--- src/rtl/line_irq_sched.sv ---
module line_irq_sched #(
  parameter int RELOAD_W  = 8,
  parameter int FRAC_W    = 4,
  parameter int ACC_W     = 22,
  parameter int PERIOD_Q4 = 7816,
  parameter int VB_BIAS   = 24,
  localparam int DLY_W    = ACC_W - FRAC_W
) (
  input  logic                clk,
  input  logic                rst,
  input  logic [RELOAD_W-1:0] line_reload,
  input  logic                hint_in_vblank,
  input  logic                vblank_start,
  input  logic                in_vblank,
  input  logic                hint_arm,
  output logic [DLY_W-1:0]    hint_delay,
  output logic                hint_valid
);

  localparam logic [ACC_W-1:0] BIAS_Q = ACC_W'(-VB_BIAS);

  logic [ACC_W-1:0] acc;
  logic [ACC_W-1:0] base;
  logic [ACC_W-1:0] step;
  logic [ACC_W-1:0] sum;
  logic             fire;

  assign base = (vblank_start && !hint_in_vblank) ? BIAS_Q : acc;
  assign step = ACC_W'({1'b0, line_reload} + 1'b1) * ACC_W'(PERIOD_Q4);
  assign sum  = base + step;
  assign fire = hint_arm && (hint_in_vblank || !in_vblank);

  always_ff @(posedge clk) begin
    if (rst) begin
      acc        <= '0;
      hint_delay <= '0;
      hint_valid <= 1'b0;
    end else begin
      hint_valid <= fire;
      if (fire) begin
        hint_delay <= sum[ACC_W-1:FRAC_W];
        acc        <= {{DLY_W{1'b0}}, sum[FRAC_W-1:0]};
      end else begin
        acc <= base;
      end
    end
  end

endmodule


--- config.mk ---
export PLATFORM = sky130hd
export DESIGN_NAME = line_irq_sched
export DESIGN_NICKNAME = d
export VERILOG_FILES = /design/src/rtl/line_irq_sched.sv
export SDC_FILE = /design/constraint.sdc
export NUM_CORES = 1
export LEC_CHECK = 0
export BUFFER_PORTS_ARGS = -buffer_cell sky130_fd_sc_hd__buf_2
export CAP_MARGIN = 20
export CORE_ASPECT_RATIO = 1.4
export CORE_MARGIN = 3
export CORE_UTILIZATION = 65
export CTS_CLUSTER_SIZE = 30
export DETAILED_ROUTE_END_ITERATION = 8
export PLACE_DENSITY = 0.95
export RECOVER_POWER = 25
export REMOVE_ABC_BUFFERS = 1
export SLEW_MARGIN = 20
export SYNTH_ARGS = -nofsm -noshare
export SYNTH_HDL_FRONTEND = slang
export SYNTH_SLANG_ARGS = --single-unit
--- constraint.sdc ---
create_clock -name clk -period 14.4 [get_ports clk]
set_clock_uncertainty 0.1 [all_clocks]
set_input_delay 2.88 -clock clk [delete_from_list [all_inputs] [get_ports clk]]
set_output_delay 2.88 -clock clk [all_outputs]
set_load 0.02 [all_outputs]
==> results of run 1 <==
==> logic make-up after synthesis <==
logic type,count (synthesis),synth area share
xor gates and xnor gates,41,0.0977
adders and majority gates,82,0.316
and+or+nand+nor,101,0.143
buffers and inverters,57,0.0582
DFF,38,0.207
AOI/OAI and AO/OA,87,0.173
muxes,2,0.00545
==> per-layer routing <==
metal	vias to the layer above	track usage
met3	28	0.0447
met2	79	0.482
li1	1458	-
met1	1422	0.285
met5	-	0
met4	0	0.147
==> registers in the layout (all words and copies together), names as in the netlist <==
name and count:
acc 19, hint_valid 1, hint_delay 18
==> critical path, delay by kind of cell <==
| family | cells | cell delay (ns) |
|---|---|---|
| buffers and inverters | 1 | 0.20 |
| xor gates and xnor gates | 5 | 1.18 |
| AOI/OAI and AO/OA | 5 | 1.14 |
| and+or+nand+nor | 5 | 0.60 |
| adders and majority gates | 7 | 2.69 |
==> final cells by class <==
class | count | area (um^2)
Clock buffer | 6 | 82.6
Clock inverter | 2 | 12.5
Fill cell | 367 | 1330
Inverter | 49 | 184
Multi-Input combinational cell | 313 | 2700
Sequential cell | 38 | 761
Tap cell | 66 | 82.6
Timing Repair Buffer | 34 | 159
==> Yosys cell counts (2+ instances only) <==
cell and count:
o211ai_1 2, nand2_1 13, o21ai_0 13, inv_1 49, xor2_1 7, a21o_1 9, ha_1 64, a21oi_1 16
o21bai_1 2, o21a_1 8, a22o_1 18, fa_1 18, clkbuf_1 8, a211oi_1 2, nor2_1 25, nor3_1 4
mux2i_1 2, o21ai_1 2, and2_1 18, xnor2_1 34, nor2b_1 8, nand2b_1 19, dfxtp_1 38, nand3_1 8
a211oi_2 2, o31a_1 3
==> worst max path at each step <==
stage,depth (start not counted),endpoint,slack (ns),start
2_1_floorplan,23,hint_delay[16],6.41,line_reload[0]
3_3_place_gp,24,hint_delay[16],5.78,line_reload[0]
3_5_place_dp,23,hint_delay[17],5.60,line_reload[0]
4_1_cts,24,hint_delay[16],5.85,line_reload[0]
5_1_grt,23,hint_delay[17],5.38,line_reload[0]
6_report,23,hint_delay[17],5.79,line_reload[0]
==> report_power, final <==
part           internal (mW)  switching (mW)
sequential             0.121         0.00632
combinational          0.329           0.415
clock                 0.0385          0.0408
==> per-stage QoR <==
step | std cells | hold slack (ns) | instance area, um^2 | setup WS (ns) | util
5_1_grt | 508 | 0.400 | 3990 | 5.38 | 0.750
3_5_place_dp | 500 | 0.354 | 3910 | 5.60 | 0.735
2_1_floorplan | 400 | 0.358 | 3650 | 6.41 | -
3_3_place_gp | 500 | 0.353 | 3910 | 5.78 | 0.735
4_1_cts | 508 | 0.378 | 4000 | 5.85 | 0.753
6_report | 508 | 0.379 | 3990 | 5.79 | 0.750
==> flow_summary_export.csv, run 1 <==
group,metric,value,unit
route,drt_iter0_drc,127,
cts,cts_buffers,5,
sta,fin_crit,8.61,ns
sta,rsz0062_at_grt,"no",
cts,hold_buffers,0,
cts,clk_latency,0.30,ns
sta,slew_headroom,0.437,
grt,antenna_found_initial,0,
die,die_area,0.00661,mm^2
sta,maxSlewViolCount,0,
grt,grt_max_degree,38,
grt,track_usage,0.263,
job,maxCapViolations,0,
finish,nets,537,
die,ios,33,
worst_setup_path,cpPeakStageDelay,0.61,ns
finish,diodes,0,
grt,grt_pass1_vias,3189,
worst_setup_path,path_cells,"buf_2 -> ha_1 -> nand3_1 -> nor2_1 -> xor2_1 -> fa_1 -> ha_1 -> xnor2_1 -> fa_1 -> ha_1 -> ha_1 -> nand2_1 -> o311ai_1 -> nor2_1 -> xnor2_1 -> ha_1 -> a21oi_1 -> o21a_1 -> nand3_1 -> o21ai_1 -> xnor2_1 -> xnor2_1 -> a22o_1",
cts,cts-root-buf,"clkbuf_8",
worst_setup_path,crit_fanout,10,
route,drt-met1-wl,3400,um
die,die_y,95.0,um
finish,most-common-layout-cells,"64 x ha_1, 49 x inv_1, 38 x dfxtp_1, 34 x xnor2_1, 25 x nor2_1",
worst_setup_path,required,14.49,ns
status,outcome,"complete, no violations",
finish,drive_above_1_share,0.0814,
route,dr.max_layer_used,"met4",
hold_path,whs_endpoint,"hint_delay[14]",
hold_path,hold_depth,1,
worst_setup_path,r2r_start,"acc[3]",
logic_synthesis,synth_top_area_frac,0.218,
die,fp.dieW,69.6,um
hold_path,hp-start,"hint_delay[14]",
route,num_vias,2987,
pwr,p_leak,2.01,nW
placed_design,routabilityCongestion,0.899,
die,start_util,0.692,
worst_setup_path,setup.worst_path.end_class,"register",
logic_synthesis,synthDistinctLibCells,42,
route,dr.pass1.iters,4,
route,via_per_inst,5.88,
grt,overflow,0,
logic_synthesis,yosysSeqAreaShare,0.207,
sta,final-hold-violation-count,0,
logic_synthesis,netlist_instances,408,
route,wirelength,8360,um
cts,cts_tree,"yes",
logic_synthesis,synth_seq_cells,38,
worst_setup_path,worst_r2r_endpoint,"hint_delay[15]",
logic_synthesis,synth_edf_count,0,
grt,grt_pass1_wl,14000,um
die,core_area,0.00531,mm^2
logic_synthesis,ys.flop_type,"dfxtp_1",
route,wl_met2,4350,um
die,row_count,31,
cts,clock-sinks,38,
cts,post_cts_buffers,0,
logic_synthesis,ys_warn_count,0,
cts,ctsResizeCount,0,
worst_setup_path,slowest_stage,"xor2_1",
worst_setup_path,start_kind,"input port",
pwr,finalPower,950,uW
cts,clk_pin_slew,0.07,ns
pwr,power-per-cell-area,238,mW/mm^2
sta,setup_tns,0,ns
placed_design,io_buffers,32,
worst_setup_path,r2r_setup_slack,11.46,ns
worst_setup_path,r2r_cells,10,
hold_path,hp-class,"reg -> reg",
logic_synthesis,avgSynthCellArea,9.01,um^2
cts,h-tree-depth,2,
worst_setup_path,arrival,8.70,ns
route,wl_met3,327,um
logic_synthesis,yosysTopAreaCell,"ha_1",
route,avgRoutedWirePerCell,16.5,um
logic_synthesis,syn_area,0.00368,mm^2
worst_setup_path,cpMostUsedCell,"ha_1",
sta,tightest_slew,0.845,ns
pwr,max-vdd-ir-drop,0.000231,V
logic_synthesis,ys_top_cells_by_area,"ha_1 22%, dfxtp_1 21%, fa_1 9.8%, xnor2_1 8.1%, inv_1 5.0%",
route,drc,0,
sta,finalSetupViolCount,0,
sta,clock.fmax,116,MHz
finish,layout_commonest_cell,"ha_1",
sta,fin_crit_sh,0.598,
logic_synthesis,async_flop_share,0,
cts,clock_path_buffers,2,
placed_design,place_hpwl,6230,um
route,postRouteAntennaNets,0,
worst_setup_path,critical_path_class,"in -> reg",
finish,syn_to_final_growth,8.41,%
(Power assumes the default switching activity.)
==> run 2: changes to the inputs <==
--- a/config.mk
+++ b/config.mk
@@ -9,10 +9,10 @@
 export CAP_MARGIN = 20
 export CORE_ASPECT_RATIO = 1.4
 export CORE_MARGIN = 3
-export CORE_UTILIZATION = 65
+export CORE_UTILIZATION = 61
 export CTS_CLUSTER_SIZE = 30
 export DETAILED_ROUTE_END_ITERATION = 8
-export PLACE_DENSITY = 0.95
+export PLACE_DENSITY = 0.91
 export RECOVER_POWER = 25
 export REMOVE_ABC_BUFFERS = 1
 export SLEW_MARGIN = 20
==> constraint.sdc (replaced) <==
create_clock -name clk -period 8.7 [get_ports clk]
set_clock_uncertainty 0.1 [all_clocks]
set_input_delay 1.74 -clock clk [delete_from_list [all_inputs] [get_ports clk]]
set_output_delay 1.74 -clock clk [all_outputs]
set_load 0.02 [all_outputs]
==> flow_summary_export.csv, run 2 (same netlist as run 1, synthesis figures left out) <==
group,metric,value,unit
status,outcome,"complete, no violations",
worst_setup_path,r2r_start,"acc[3]",
worst_setup_path,r2r_cells,10,
sta,clock.fmax,134,MHz
finish,nets,538,
die,ios,33,
route,dr.pass1.iters,5,
worst_setup_path,arrival,7.53,ns
pwr,pwr-share-seq,0.134,
finish,fin_area,0.00401,mm^2
die,die_area,0.00701,mm^2
worst_setup_path,r2r_setup_slack,5.88,ns
cts,clk_latency,0.30,ns
route,drt_iter0_drc,94,
finish,layout_commonest_cell,"ha_1",
grt,grt_pass1_vias,2941,
die,row_count,32,
pwr,p_leak,2.02,nW
sta,setup_ws,1.26,ns
worst_setup_path,crit_fanout,10,
grt,overflow,0,
route,drt-met1-wl,3230,um
worst_setup_path,critical_path_class,"in -> reg",
route,wl_met3,226,um
pwr,finalPower,1.57,mW
route,via_per_inst,5.66,
cts,cts-root-buf,"clkbuf_8",
pwr,clkPwrFrac,0.100,
finish,drive_above_1_share,0.0792,
worst_setup_path,cpMostUsedCell,"ha_1",
worst_setup_path,setup.worst_path.end_class,"register",
grt,grt_pass1_wl,12800,um
cts,clock-sinks,38,
route,dr.max_layer_used,"met4",
cts,cts_tree,"yes",
route,wl_met2,3800,um
sta,rsz0062_at_grt,"no",
pwr,power_switching,737,uW
worst_setup_path,slowest_stage,"fa_1",
finish,syn_to_final_growth,9.05,%
grt,track_usage,0.221,
cts,clk_pin_slew,0.08,ns
cts,clock_path_buffers,2,
sta,setup_tns,0,ns
die,die_y,97.9,um
placed_design,io_buffers,32,
cts,ctsResizeCount,0,
die,fp.dieW,71.6,um
route,drc,0,
job,maxCapViolations,0,
sta,finalSetupViolCount,0,
pwr,max-vdd-ir-drop,0.000367,V
die,core_area,0.00569,mm^2
finish,reg_top3,"acc (19), hint_delay (18), hint_valid (1)",
route,num_vias,2885,
grt,antenna_found_initial,0,
hold_path,whs_endpoint,"hint_delay[0]",
worst_setup_path,worst_r2r_endpoint,"hint_delay[17]",
finish,largest_reg_flops,19,
route,postRouteAntennaNets,0,
die,start_util,0.647,
worst_setup_path,cpPeakStageDelay,0.48,ns
finish,nFillCells,428,
hold_path,hold_depth,1,
worst_setup_path,required,8.79,ns
sta,tightest_slew,0.952,ns
route,avgRoutedWirePerCell,14.5,um
cts,post_cts_buffers,0,
pwr,swShare,0.469,
worst_setup_path,start_kind,"input port",
grt,grt_max_degree,38,
pwr,power-per-cell-area,392,mW/mm^2
placed_design,dp_slack,1.04,ns
sta,maxSlewViolCount,0,
placed_design,routabilityCongestion,0.872,
sta,fin_crit,7.44,ns
cts,hold_buffers,0,
pwr,p_comb_frac,0.766,
placed_design,place_hpwl,5800,um
pwr,intPower,834,uW
finish,diodes,0,
hold_path,hp-start,"hint_delay[0]",
hold_path,hp-class,"reg -> reg",
placed_design,place_area,0.00392,mm^2
sta,slew_headroom,0.365,
sta,final-hold-violation-count,0,
route,wirelength,7390,um
cts,h-tree-depth,2,
finish,most-common-layout-cells,"64 x ha_1, 49 x inv_1, 38 x dfxtp_1, 34 x xnor2_1, 25 x nor2_1",
finish,regMostFlops,"acc",
sta,fin_crit_sh,0.855,
cts,cts_buffers,5,
## run 2: cell count changes in the layout (fill, tap and decap cells not counted)
cell,delta
bufinv_16,+1
clkbuf_1,+1
clkinv_2,-1
clkinvlp_4,-1
## run 2: worst max path at each step
stage,start,end,slack [ns],cells after the start
CTS,line_reload[0],hint_delay[17],1.32,26
finish,line_reload[0],hint_delay[17],1.26,26
global route,line_reload[0],hint_delay[17],1.03,26
floorplan,line_reload[0],hint_delay[16],1.85,23
global placement,line_reload[0],hint_delay[17],1.23,26
detailed placement,line_reload[0],hint_delay[17],1.04,26
## run 2: stage by stage
stage / utilization / cells / hold slack, ns
after floorplan: - / 400 / 0.358
after global placement: 0.689 / 503 / 0.355
after detailed placement: 0.689 / 503 / 0.351
after CTS: 0.709 / 510 / 0.378
after global routing: 0.705 / 510 / 0.404
final: 0.705 / 510 / 0.377
## run 2: layout make-up
| type | count | area, um^2 | area share |
|---|---|---|---|
| Clock inverter | 1 | 30.0 | 0.00749 |
| Multi-Input combinational cell | 313 | 2700 | 0.674 |
| Timing Repair Buffer | 35 | 163 | 0.0406 |
| Sequential cell | 38 | 761 | 0.190 |
| Clock buffer | 6 | 82.6 | 0.0206 |
| Tap cell | 68 | 85.1 | 0.0212 |
| Inverter | 49 | 184 | 0.0459 |
## run 2: per-layer routing
metal  up-vias  track usage
met5         -            0
met4         0       0.0897
met3        14       0.0330
met2        49        0.382
met1      1359        0.271
li1       1463            -
## run 2: power by group through the flow
stage / clock [mW] / combinational [mW] / sequential [mW]
5_1_grt: 0.167 / 1.35 / 0.214
6_report: 0.156 / 1.20 / 0.211
4_1_cts: 0.159 / 1.20 / 0.210
2_1_floorplan: 0 / 0.942 / 0.238
3_3_place_gp: 0 / 1.15 / 0.213
3_5_place_dp: 0 / 1.18 / 0.214
## run 2: critical path, delay by kind of cell
family / cells / cell delay (ns)
adders and majority gates: 7 / 2.51
and+or+nand+nor: 3 / 0.33
buffers and inverters: 4 / 0.40
AOI/OAI and AO/OA: 7 / 1.48
xor gates and xnor gates: 5 / 1.04
